===== config.mk =====
export PLATFORM = sky130hd
export DESIGN_NAME = irdec_top
export DESIGN_NICKNAME = d
export VERILOG_FILES = /design/src/rtl/irdec_pkg.sv /design/src/rtl/irdec_front.sv /design/src/rtl/irdec_win.sv /design/src/rtl/irdec_ctrl.sv /design/src/rtl/irdec_top.sv
export SDC_FILE = /design/constraint.sdc
export NUM_CORES = 1
export LEC_CHECK = 0
export ABC_CLOCK_PERIOD_IN_PS = 5000
export CAP_MARGIN = 15
export CORE_AREA = 8 8 152 154
export DETAILED_ROUTE_END_ITERATION = 6
export DIE_AREA = 0 0 160 162
export DONT_BUFFER_PORTS = 1
export GPL_TIMING_DRIVEN = 0
export PLACE_DENSITY = 0.7
export SYNTH_ARGS = -nofsm -noshare
export SYNTH_HDL_FRONTEND = slang
export SYNTH_SLANG_ARGS = --single-unit
export TNS_END_PERCENT = 30

===== constraint.sdc =====
create_clock -name clk -period 5 [get_ports clk]
set_clock_uncertainty 0.2 [all_clocks]
set_input_delay 0.5 -clock clk [delete_from_list [all_inputs] [get_ports clk]]
set_output_delay 0.5 -clock clk [all_outputs]
set_load 0.02 [all_outputs]

===== src/rtl/irdec_pkg.sv =====
package irdec_pkg;
  // scaling of the measured counts before window comparison
  localparam int LD_SH  = 4;  // start symbol: period and mark in 16-cycle units
  localparam int DPD_SH = 1;  // data symbol period in 2-cycle units
  localparam int DW_SH  = 0;  // data symbol mark in single cycles
  localparam int GAP_SH = 3;  // ending silence in 8-cycle units

  typedef enum logic [1:0] {
    ST_IDLE = 2'd0,  // waiting for a first mark edge
    ST_LEAD = 2'd1,  // measuring a start-symbol candidate
    ST_DATA = 2'd2,  // collecting data symbols
    ST_HOLD = 2'd3   // message held until acknowledged
  } irdec_state_e;
endpackage


===== src/rtl/irdec_front.sv =====
module irdec_front #(
  parameter int CNT_W = 16
) (
  input  logic             clk,
  input  logic             rst_n,
  input  logic             ir_i,
  input  logic             pol_high_i,
  input  logic [CNT_W-1:0] gap_thr_i,
  output logic             rise_o,
  output logic             gap_o,
  output logic [CNT_W-1:0] mark_len_o,
  output logic [CNT_W:0]   period_o
);
  localparam logic [CNT_W-1:0] CNT_SAT = {CNT_W{1'b1}};

  logic             s1_q, s2_q, mark_d_q;
  logic             mark;
  logic [CNT_W-1:0] mcnt_q, mcnt_n, scnt_q, scnt_n;

  assign mark   = pol_high_i ? s2_q : ~s2_q;
  assign rise_o = mark & ~mark_d_q;

  always_comb begin
    mcnt_n = mcnt_q;
    scnt_n = scnt_q;
    if (rise_o) begin
      mcnt_n = {{(CNT_W-1){1'b0}}, 1'b1};
      scnt_n = '0;
    end else if (mark) begin
      if (mcnt_q != CNT_SAT) mcnt_n = mcnt_q + 1'b1;
    end else begin
      if (scnt_q != CNT_SAT) scnt_n = scnt_q + 1'b1;
    end
  end

  always_ff @(posedge clk or negedge rst_n) begin
    if (!rst_n) begin
      s1_q     <= 1'b0;
      s2_q     <= 1'b0;
      mark_d_q <= 1'b0;
      mcnt_q   <= '0;
      scnt_q   <= '0;
    end else begin
      s1_q     <= ir_i;
      s2_q     <= s1_q;
      mark_d_q <= mark;
      mcnt_q   <= mcnt_n;
      scnt_q   <= scnt_n;
    end
  end

  assign gap_o      = ~mark & (scnt_q == gap_thr_i);
  assign mark_len_o = mcnt_q;
  assign period_o   = {1'b0, mcnt_q} + {1'b0, scnt_q};

  // every accepted edge restarts the measurement of a new symbol
  assert_restart_R2: assert property (@(posedge clk) disable iff (!rst_n)
    rise_o |=> (mark_len_o == 1) && (period_o == 1));
endmodule


===== src/rtl/irdec_win.sv =====
module irdec_win #(
  parameter int CNT_W = 16,
  parameter int PD_W  = 8,
  parameter int WD_W  = 8,
  parameter int PD_SH = 1,
  parameter int W_SH  = 0
) (
  input  logic [CNT_W-1:0] mark_len_i,
  input  logic [CNT_W:0]   period_i,
  input  logic [PD_W-1:0]  pd_max_i,
  input  logic [PD_W-1:0]  pd_min_i,
  input  logic [WD_W-1:0]  w_max_i,
  input  logic [WD_W-1:0]  w_min_i,
  output logic             hit_o
);
  logic [CNT_W:0]   pd_units;
  logic [CNT_W-1:0] w_units;
  logic [CNT_W:0]   pd_lo, pd_hi;
  logic [CNT_W-1:0] w_lo, w_hi;

  assign pd_units = period_i >> PD_SH;
  assign w_units  = mark_len_i >> W_SH;
  assign pd_lo    = {{(CNT_W+1-PD_W){1'b0}}, pd_min_i};
  assign pd_hi    = {{(CNT_W+1-PD_W){1'b0}}, pd_max_i};
  assign w_lo     = {{(CNT_W-WD_W){1'b0}}, w_min_i};
  assign w_hi     = {{(CNT_W-WD_W){1'b0}}, w_max_i};

  assign hit_o = (pd_units >= pd_lo) && (pd_units <= pd_hi) &&
                 (w_units >= w_lo) && (w_units <= w_hi);
endmodule


===== src/rtl/irdec_ctrl.sv =====
module irdec_ctrl
  import irdec_pkg::*;
#(
  parameter int MAX_BITS = 48,
  parameter int LEN_W    = 6,
  parameter int MINL_W   = 5
) (
  input  logic                clk,
  input  logic                rst_n,
  input  logic                en_i,
  input  logic                msb_first_i,
  input  logic                keep_i,
  input  logic [MINL_W-1:0]   min_len_i,
  input  logic [LEN_W-1:0]    max_len_i,
  input  logic                rise_i,
  input  logic                gap_i,
  input  logic                hit_ld_i,
  input  logic                hit_b0_i,
  input  logic                hit_b1_i,
  input  logic                ack_i,
  output logic [MAX_BITS-1:0] data_o,
  output logic [LEN_W-1:0]    len_o,
  output logic                valid_o,
  output logic                irq_o
);
  localparam logic [LEN_W-1:0] CNT_FULL = LEN_W'(MAX_BITS);

  irdec_state_e        st_q, st_n;
  logic [LEN_W-1:0]    cnt_q, cnt_n;
  logic [MAX_BITS-1:0] sh_q, sh_n, dat_q, dat_n;
  logic [LEN_W-1:0]    len_q, len_n;
  logic                val_q, val_n, irq_q, irq_n;
  logic                sym_ok, bit_val, len_ok;
  logic [LEN_W-1:0]    min_ext;

  assign sym_ok  = hit_b0_i | hit_b1_i;
  // a symbol that matches the zero window is a zero, even if it also matches one
  assign bit_val = keep_i ? ~hit_b0_i : hit_b0_i;
  assign min_ext = {{(LEN_W-MINL_W){1'b0}}, min_len_i};
  assign len_ok  = (cnt_q >= min_ext) && (cnt_q <= max_len_i);

  always_comb begin
    st_n  = st_q;
    cnt_n = cnt_q;
    sh_n  = sh_q;
    dat_n = dat_q;
    len_n = len_q;
    val_n = val_q;
    irq_n = 1'b0;
    if (!en_i) begin
      st_n  = ST_IDLE;
      val_n = 1'b0;
      cnt_n = '0;
      sh_n  = '0;
    end else begin
      case (st_q)
        ST_IDLE: if (rise_i) st_n = ST_LEAD;
        ST_LEAD: begin
          if (rise_i) begin
            if (hit_ld_i) begin
              st_n  = ST_DATA;
              cnt_n = '0;
              sh_n  = '0;
            end
          end else if (gap_i) begin
            st_n = ST_IDLE;
          end
        end
        ST_DATA: begin
          if (rise_i) begin
            if (sym_ok && (cnt_q < CNT_FULL)) begin
              cnt_n = cnt_q + 1'b1;
              if (msb_first_i) sh_n = {sh_q[MAX_BITS-2:0], bit_val};
              else             sh_n[cnt_q] = bit_val;
            end else begin
              st_n = ST_LEAD;  // abandon; this edge may open a new start symbol
            end
          end else if (gap_i) begin
            if (len_ok) begin
              st_n  = ST_HOLD;
              val_n = 1'b1;
              irq_n = 1'b1;
              dat_n = sh_q;
              len_n = cnt_q;
            end else begin
              st_n = ST_IDLE;
            end
          end
        end
        ST_HOLD: begin
          if (ack_i) begin
            st_n  = ST_IDLE;
            val_n = 1'b0;
          end
        end
        default: st_n = ST_IDLE;
      endcase
    end
  end

  always_ff @(posedge clk or negedge rst_n) begin
    if (!rst_n) begin
      st_q  <= ST_IDLE;
      cnt_q <= '0;
      sh_q  <= '0;
      dat_q <= '0;
      len_q <= '0;
      val_q <= 1'b0;
      irq_q <= 1'b0;
    end else begin
      st_q  <= st_n;
      cnt_q <= cnt_n;
      sh_q  <= sh_n;
      val_q <= val_n;
      irq_q <= irq_n;
      if (irq_n) begin
        dat_q <= dat_n;
        len_q <= len_n;
      end
    end
  end

  assign data_o  = dat_q;
  assign len_o   = len_q;
  assign valid_o = val_q;
  assign irq_o   = irq_q;

  assert_cnt_max_R12: assert property (@(posedge clk) disable iff (!rst_n)
    cnt_q <= CNT_FULL);
  assert_len_range_R5: assert property (@(posedge clk) disable iff (!rst_n)
    $rose(val_q) |-> (len_q >= min_ext) && (len_q <= max_len_i));
  assert_hold_R9: assert property (@(posedge clk) disable iff (!rst_n)
    (val_q && !ack_i && en_i) |=> val_q && $stable(dat_q) && $stable(len_q));
  assert_irq_pulse_R10: assert property (@(posedge clk) disable iff (!rst_n)
    irq_q |=> !irq_q);
  assert_irq_with_valid_R10: assert property (@(posedge clk) disable iff (!rst_n)
    irq_q |-> val_q && !$past(val_q));
  assert_off_R11: assert property (@(posedge clk) disable iff (!rst_n)
    !en_i |=> !val_q);
endmodule


===== src/rtl/irdec_top.sv =====
module irdec_top
  import irdec_pkg::*;
#(
  parameter int MAX_BITS = 48,
  parameter int CNT_W    = 16,
  parameter int PD_W     = 8,
  parameter int WD_W     = 8,
  parameter int FT_W     = 10,
  parameter int MINL_W   = 5
) (
  input  logic                          clk,
  input  logic                          rst_n,
  input  logic                          ir_i,
  input  logic                          en_i,
  input  logic                          pol_high_i,
  input  logic                          msb_first_i,
  input  logic                          keep_i,
  input  logic [PD_W-1:0]               ld_pd_max_i,
  input  logic [PD_W-1:0]               ld_pd_min_i,
  input  logic [WD_W-1:0]               ld_w_max_i,
  input  logic [WD_W-1:0]               ld_w_min_i,
  input  logic [PD_W-1:0]               b0_pd_max_i,
  input  logic [PD_W-1:0]               b0_pd_min_i,
  input  logic [WD_W-1:0]               b0_w_max_i,
  input  logic [WD_W-1:0]               b0_w_min_i,
  input  logic [PD_W-1:0]               b1_pd_max_i,
  input  logic [PD_W-1:0]               b1_pd_min_i,
  input  logic [WD_W-1:0]               b1_w_max_i,
  input  logic [WD_W-1:0]               b1_w_min_i,
  input  logic [MINL_W-1:0]             min_len_i,
  input  logic [$clog2(MAX_BITS+1)-1:0] max_len_i,
  input  logic [FT_W-1:0]               gap_i,
  input  logic                          ack_i,
  output logic [MAX_BITS-1:0]           data_o,
  output logic [$clog2(MAX_BITS+1)-1:0] len_o,
  output logic                          valid_o,
  output logic                          irq_o
);
  localparam int LEN_W = $clog2(MAX_BITS+1);
  localparam int GAP_W = FT_W + GAP_SH;
  localparam int NWIN  = 3;  // 0: start symbol, 1: zero, 2: one

  logic             rs1_q, rs2_q;
  logic             rst_int_n;
  logic             rise, gap;
  logic [CNT_W-1:0] mark_len, gap_thr;
  logic [CNT_W:0]   period;
  logic [NWIN-1:0]  hit;
  logic [PD_W-1:0]  pd_max_a [NWIN];
  logic [PD_W-1:0]  pd_min_a [NWIN];
  logic [WD_W-1:0]  w_max_a  [NWIN];
  logic [WD_W-1:0]  w_min_a  [NWIN];

  // reset asserts at once and releases on a clock edge
  always_ff @(posedge clk or negedge rst_n) begin
    if (!rst_n) begin
      rs1_q <= 1'b0;
      rs2_q <= 1'b0;
    end else begin
      rs1_q <= 1'b1;
      rs2_q <= rs1_q;
    end
  end
  assign rst_int_n = rs2_q;

  assign gap_thr = {{(CNT_W-GAP_W){1'b0}}, gap_i, {GAP_SH{1'b0}}};

  irdec_front #(.CNT_W(CNT_W)) u_front (
    .clk        (clk),
    .rst_n      (rst_int_n),
    .ir_i       (ir_i),
    .pol_high_i (pol_high_i),
    .gap_thr_i  (gap_thr),
    .rise_o     (rise),
    .gap_o      (gap),
    .mark_len_o (mark_len),
    .period_o   (period)
  );

  assign pd_max_a[0] = ld_pd_max_i;  assign pd_min_a[0] = ld_pd_min_i;
  assign w_max_a[0]  = ld_w_max_i;   assign w_min_a[0]  = ld_w_min_i;
  assign pd_max_a[1] = b0_pd_max_i;  assign pd_min_a[1] = b0_pd_min_i;
  assign w_max_a[1]  = b0_w_max_i;   assign w_min_a[1]  = b0_w_min_i;
  assign pd_max_a[2] = b1_pd_max_i;  assign pd_min_a[2] = b1_pd_min_i;
  assign w_max_a[2]  = b1_w_max_i;   assign w_min_a[2]  = b1_w_min_i;

  for (genvar gi = 0; gi < NWIN; gi++) begin : g_win
    localparam int PSH = (gi == 0) ? LD_SH : DPD_SH;
    localparam int WSH = (gi == 0) ? LD_SH : DW_SH;
    irdec_win #(
      .CNT_W (CNT_W), .PD_W (PD_W), .WD_W (WD_W), .PD_SH (PSH), .W_SH (WSH)
    ) u_win (
      .mark_len_i (mark_len),
      .period_i   (period),
      .pd_max_i   (pd_max_a[gi]),
      .pd_min_i   (pd_min_a[gi]),
      .w_max_i    (w_max_a[gi]),
      .w_min_i    (w_min_a[gi]),
      .hit_o      (hit[gi])
    );
  end

  irdec_ctrl #(.MAX_BITS(MAX_BITS), .LEN_W(LEN_W), .MINL_W(MINL_W)) u_ctrl (
    .clk         (clk),
    .rst_n       (rst_int_n),
    .en_i        (en_i),
    .msb_first_i (msb_first_i),
    .keep_i      (keep_i),
    .min_len_i   (min_len_i),
    .max_len_i   (max_len_i),
    .rise_i      (rise),
    .gap_i       (gap),
    .hit_ld_i    (hit[0]),
    .hit_b0_i    (hit[1]),
    .hit_b1_i    (hit[2]),
    .ack_i       (ack_i),
    .data_o      (data_o),
    .len_o       (len_o),
    .valid_o     (valid_o),
    .irq_o       (irq_o)
  );
endmodule


# Word-level counts from Yosys, hierarchy flattened

Cells that the tools add are included.

Register bits: 149
Input bits: 125
Output and inout bits: 56
Word-level logic and storage cells: 133

Equality and inequality tests: 22
$add $sub $neg: 4
Reductions and logical operators: 22
Bitwise logic cells: 8
$lt $le $gt $ge: 17
Mux-type cells: 46

Operator list:

| kind                                                   | number |
|---|---|
| 2-to-1 mux 48 bit                                      | 6 |
| 2-to-1 mux 16 bit                                      | 6 |
| one-hot mux 48 bit (2 select lines)                    | 1 |
| greater-or-equal comparator 16 x 8 -> 1 bit            | 4 |
| <= comparator 16 x 8 -> 1 bit                          | 4 |
| bitwise mux 48 bit                                     | 1 |
| adder 16 x 1 -> 16 bit (second input constant)         | 2 |
| inequality test 16 bit (second input constant)         | 2 |
| 2-to-1 mux 6 bit                                       | 5 |
| 2-to-1 mux 2 bit                                       | 10 |
| inequality test 3 bit (second input constant)          | 6 |
| adder 16 x 16 -> 17 bit                                | 1 |
| == test 16 x 13 -> 1 bit                               | 1 |
| greater-or-equal comparator 13 x 8 -> 1 bit            | 1 |
| <= comparator 13 x 8 -> 1 bit                          | 1 |
| 2-to-1 mux 1 bit                                       | 13 |
| greater-or-equal comparator 12 x 8 -> 1 bit            | 1 |
| <= comparator 12 x 8 -> 1 bit                          | 1 |
| logical AND 1 bit                                      | 12 |
| inequality test 4 bit (second input constant)          | 3 |
| one-hot mux 6 bit (2 select lines)                     | 1 |
| AND reduction 6 bit                                    | 2 |
| AND reduction 5 bit                                    | 2 |
| inequality test 3 x 2 -> 1 bit (second input constant) | 3 |
| 20 further kinds                                       | 30 |

# Longest topological paths before layout

Depth in word-level cells: 13
Mapped depth: 20
Mapped depth without buffers: 18

# By module

From an unflattened synthesis, not the netlist that was laid out.

Cells, all modules: 1185
Area total of the unflattened synthesis: 10921.7 um2

By module, submodules not included:

| module                          | area each (um2) | cells each | instances |
|---|---|---|---|
| irdec_ctrl                      | 5590.4          | 515        | 1 |
| irdec_front                     | 2836.5          | 329        | 1 |
| irdec_win at g_win[1].u_win ... | 817.0           | 114        | 2 |
| irdec_win at g_win[0].u_win     | 803.3           | 109        | 1 |
| irdec_top                       | 57.6            | 4          | 1 |

# Worst setup path before layout

No wires, ideal clock.

Path type: register -> register
From: register u_front.mcnt_q[2], in the netlist u_front.mark_len_o[2]
To: register u_ctrl.st_q[1]
Cell stages (with the launch flop): 19
Buffers on the path: 1
Data required time: 4.682 ns
Setup slack: 0.466 ns
Arrival: 4.216 ns
Clock period less this slack: 4.534 ns
Cell sequence: dfrtp_1 > ha_1 > nand4_1 > a21boi_1 > o21ai_0 > a21oi_1 > o21a_1 > nor2_1 > xnor2_1 > ha_1 > a211oi_1 > o22ai_1 > or4_2 > o211ai_1 > nor4_2 > o211ai_1 > clkbuf_1 > nand2_1 > a21o_1

Word-level cells in the longest chain between the ends: 9
Elaborated cells between the ends (all ways): 25
Classes of those cells: add/sub: 1; order compare: 10; eq/ne: 2; bitwise: 1; reduce/logical: 11

Ends and longest elaborated chain:

| item                                                                                         | RTL line          | text |
|---|---|---|
| start: declaration                                                                           | irdec_front.sv:18 | `logic [CNT_W-1:0] mcnt_q, mcnt_n, scnt_q, scnt_n;` |
| start signal: assignment                                                                     | irdec_front.sv:47 | `mcnt_q <= mcnt_n;` |
| adder 16 x 16 -> 17 bit                                                                      | irdec_front.sv:54 | `assign period_o = {1'b0, mcnt_q} + {1'b0, scnt_q};` |
| greater-or-equal comparator 16 x 8 -> 1 bit or <= comparator 16 x 8 -> 1 bit (tied branches) | irdec_win.sv:28   | `assign hit_o = (pd_units >= pd_lo) && (pd_units <= pd_hi) &&` |
| logical AND 1 bit (2 in a row)                                                               | irdec_win.sv:28   |  |
| logical AND 1 bit                                                                            | irdec_win.sv:29   | `(w_units >= w_lo) && (w_units <= w_hi);` |
| bitwise OR 1 bit                                                                             | irdec_ctrl.sv:36  | `assign sym_ok = hit_b0_i \| hit_b1_i;` |
| logical AND 1 bit                                                                            | irdec_ctrl.sv:71  | `if (sym_ok && (cnt_q < CNT_FULL)) begin` |
| inequality test 4 bit (no line)                                                              | -                 |  |
| AND reduction 6 bit (no line) *                                                              | -                 |  |
| end signal: assignment                                                                       | irdec_ctrl.sv:111 | `st_q <= st_n;` |
| end: declaration                                                                             | irdec_ctrl.sv:28  | `irdec_state_e st_q, st_n;` |

Every way passes the cells marked *; elsewhere a longest branch is shown, timed or not.
A chain may end at the register's enable or synchronous reset.

# Worst setup path after layout

From: register u_front.scnt_q[6]
To: register u_ctrl.sh_q[14]

Word-level cells in the longest chain between the ends: 13
Elaborated cells between the ends (all ways): 29
Classes of those cells: add/sub: 1; order compare: 6; eq/ne: 2; mux: 7; bitwise: 2; reduce/logical: 11

Ends and longest elaborated chain:

| item                                                                                         | RTL line          | text |
|---|---|---|
| start: declaration                                                                           | irdec_front.sv:18 |  |
| start signal: assignment                                                                     | irdec_front.sv:48 | `scnt_q <= scnt_n;` |
| adder 16 x 16 -> 17 bit *                                                                    | irdec_front.sv:54 |  |
| greater-or-equal comparator 16 x 8 -> 1 bit or <= comparator 16 x 8 -> 1 bit (tied branches) | irdec_win.sv:28   |  |
| logical AND 1 bit (2 in a row)                                                               | irdec_win.sv:28   |  |
| logical AND 1 bit                                                                            | irdec_win.sv:29   |  |
| inverter 1 bit                                                                               | irdec_ctrl.sv:38  | `assign bit_val = keep_i ? ~hit_b0_i : hit_b0_i;` |
| 2-to-1 mux 1 bit                                                                             | irdec_ctrl.sv:38  |  |
| bitwise mux 48 bit                                                                           | irdec_ctrl.sv:74  | `else sh_n[cnt_q] = bit_val;` |
| 2-to-1 mux 48 bit                                                                            | irdec_ctrl.sv:73  | `if (msb_first_i) sh_n = {sh_q[MAX_BITS-2:0], bit_val};` |
| 2-to-1 mux 48 bit                                                                            | irdec_ctrl.sv:71  |  |
| 2-to-1 mux 48 bit                                                                            | irdec_ctrl.sv:70  | `if (rise_i) begin` |
| one-hot mux 48 bit (2 select lines)                                                          | irdec_ctrl.sv:56  | `case (st_q)` |
| 2-to-1 mux 48 bit                                                                            | irdec_ctrl.sv:50  | `if (!en_i) begin` |
| end signal: assignment                                                                       | irdec_ctrl.sv:113 | `sh_q <= sh_n;` |
| end: declaration                                                                             | irdec_ctrl.sv:30  | `logic [MAX_BITS-1:0] sh_q, sh_n, dat_q, dat_n;` |

Every way passes the cells marked *; elsewhere a longest branch is shown, timed or not. The select of a mux whose other input is x is not followed.

==> qor.yml <==
worstPathRequired_ns: 5.16
cts_buffers: 17
drtIter0Drc: 649
syn_area_per_cell_um2: 8.41
power_density_nw_per_um2: 277
path_cells: "ha_1, buf_4, a21oi_1, o21ai_1, a211o_2, a21oi_1, xnor2_1, ha_1, a21bo_2, a21oi_1, o22ai_1, or4_2, o211ai_1, nor4_2, o21ai_2, buf_6, buf_2, o211ai_1, o21ai_1"
syn_nets: 1532
period_share: 0.959
drt-total-wl_mm: 30.6
first_global_vias: 9595
pre_cts_slack_ns: -0.853
numPortBuffers: 0
wl_per_cell_um: 19.0
grt_pass1_wl_mm: 49.5
p_int_mw: 2.33
synth_seq_area_share: 0.346
ys.flop_type: "dfrtp_1"
clockPowerShare: 0.396
synth_edf_count: 0
drive_gt1_frac: 0.0944
start_kind: "register"
dp_cells: 1559
clk_pin_slew_worst_paths_ns: 0.07
cp_common_cell: "a21oi_1"
r2r-start: "u_front.scnt_q[6]"
netSwitchingPower_mw: 1.04
first_pass_iters: 5
core_area_um2: 20700
reg2reg_slack_ns: 0.21
utilization: 0.589
crit_type: "reg2reg"
swShare: 0.308
ys_ff_latch: 149
clkLatencyLatePin_ns: 0.43
worstPathArrival_ns: 4.95
slew_viol_final: 0
ys_types: 77
grt_max_degree: 69
start_util: 0.521
diodes: 0
drc_errors: 0
die_x_um: 160
cp_slowest_cell: "or4_2"
hpwl_mm: 23.3
power_frac_comb: 0.219
p_leak_nw: 5.93
dr_total_vias: 9636
grt_use_total: 0.233
min_path_type: "reg2async"
async_reset_ff_frac: 1.00
worst_pin_slew_ns: 1.21
clockBufferDepth: 2
ant_nets: 0
cts-root-buf: "clkbuf_16"
seq_power_share: 0.384
status: "finished, final reports clean"
htreeDepth: 4
slowest_delay_ns: 0.57
whs_ns: 0.0756
end_kind: "register"
area_delta_synth_final_pct: 13.0
num_rows: 53
nets: 1572
finalWorstSetupSlack_ns: 0.206
dieArea_um2: 25900
cts_tree: "built"
die_height_um: 162
fmax_mhz: 209
relSlewSlack: 0.191
overflow: 0
synthCells: 1282
rsz0062_at_grt: "yes"
finalHoldViolCount: 0
vdd_drop_max_uv: 272
r2r_cells: 19
yosys_warnings: 0
syn_area_um2: 10800
max_cap_violations: 0
gp_congestion: 0.890
via_per_inst: 5.99
fin_cells: 1610
io_pins: 181
antenna_found_initial: 0
post-route-min-period_ns: 4.79
path_max_fanout: 10
setup_viol: 0
clock-sinks: 149
timing.rr.end: "u_ctrl.sh_q[14]"
state kept, by name, indices dropped and copies added (netlist names), 2 cells and up:
name and cells:
u_ctrl.len_o 6, u_ctrl.st_q 2, u_ctrl.cnt_q 6, u_ctrl.data_o 48
u_front.scnt_q 16, u_ctrl.sh_q 48, u_front.mark_len_o 16
critical path: cells and delay by family, from the launching register on:
| kind | cells | cell delay, ns |
|---|---|---|
| compound gates | 11 | 1.88 |
| xor+xnor | 1 | 0.19 |
| flops | 1 | 0.49 |
| buf+inv | 3 | 0.60 |
| simple gates | 2 | 0.69 |
| fa+ha+maj | 2 | 0.65 |
Yosys cell counts, drive strengths merged, types with 23 or more instances:
cell type  instances  area share
xor2              26       0.021
a22oi             49       0.034
dfrtp            149        0.35
inv              109       0.038
o21ai             90       0.042
nor2              53       0.018
ha               124        0.14
clkbuf            58       0.023
nand4             24       0.014
o211ai            63       0.044
nand2            217       0.076
a21oi            100       0.047
nand3             23       0.011
per-stage QoR:
| step | TNS, ns | instance area (um2) | power (mW) |
|---|---|---|---|
| 6_report | 0 | 12200 | 3.38 |
| 3_5_place_dp | -35.77 | 11200 | 1.97 |
| 2_1_floorplan | 0 | 10800 | 1.78 |
| 3_3_place_gp | -232.71 | 11100 | 1.93 |
| 4_1_cts | 0 | 12000 | 3.33 |
| 5_1_grt | -0.159 | 12200 | 3.55 |
power by group through the flow:
stage                     sequential (mW)  combinational (mW)  clock (mW)
final                                1.30               0.740        1.34
after global routing                 1.30               0.839        1.41
after CTS                            1.31               0.657        1.36
after detailed placement             1.33               0.641           0
after global placement               1.34               0.590           0
after floorplan                      1.31               0.462           0
placed cells by master (no fill, tap or decap), types with 8 or more instances in the layout:
cell type and n:
and3_1 13, nor2b_1 10, nand2b_1 8, nor3_1 10, o21ai_1 51, clkbuf_16 17, inv_1 108, buf_4 15
a21oi_1 98, xor2_1 25, dfrtp_2 9, nand4_1 24, nor3b_1 8, ha_1 122, nand2_1 217, o21a_1 9
o211ai_1 62, nand3_1 23, dfrtp_1 139, a22oi_1 49, xnor2_1 18, nor2_1 53, clkbuf_1 45, o21ai_0 37
routing by layer:
metal,routed length [um],global-route usage,vias up
met2,15000,0.395,380
met1,12500,0.274,4551
met5,0,0,-
li1,-,-,4627
met4,1170,0.113,0
met3,1990,0.0534,78
worst max-delay path by stage:
stage	start	end	slack, ns	cells past startpoint
finish	u_front.scnt_q[6]	u_ctrl.sh_q[14]	0.21	19
global route	u_front.mark_len_o[2]	u_ctrl.sh_q[0]	-0.04	20
CTS	u_front.mark_len_o[0]	u_ctrl.sh_q[41]	0.01	19
floorplan	rs2_q	u_ctrl.cnt_q[0]	0.34	0
global placement	rs2_q	u_ctrl.len_o[5]	-1.37	0
detailed placement	u_front.mark_len_o[2]	u_ctrl.sh_q[18]	-0.85	18
cells by family (layout without fill, tap and decap cells):
| logic type | Yosys count | after routing | share of synthesized area |
|---|---|---|---|
| other | 1 | 1 | 0.000348 |
| DFF | 149 | 149 | 0.346 |
| buffers and inverters | 175 | 228 | 0.0665 |
| AOI/OAI and AO/OA | 368 | 368 | 0.216 |
| muxes | 10 | 10 | 0.00975 |
| xor gates and xnor gates | 47 | 47 | 0.0382 |
| adders and majority gates | 125 | 125 | 0.146 |
| and+or+nand+nor | 407 | 407 | 0.178 |
what timing repair did:
item / 4_1_cts / 5_1_grt
pin swaps: 3 / 16
setup buffers: 5 / 11
setup endpoints to repair: 56 / 55
hold buffers: 2 / 0
gates resized for setup: 25 / 31
hold endpoints to repair: 3 / 0
cell type report:
type,count,area [um2]
buffer,65,320
clock buffer,19,453
clock inverter,13,161
fill,1908,8500
inverter,110,413
multi-input combinational,958,6530
sequential,149,3740
tap,275,344
timing repair buffer,21,225
Power figures use the tool's default switching activity.
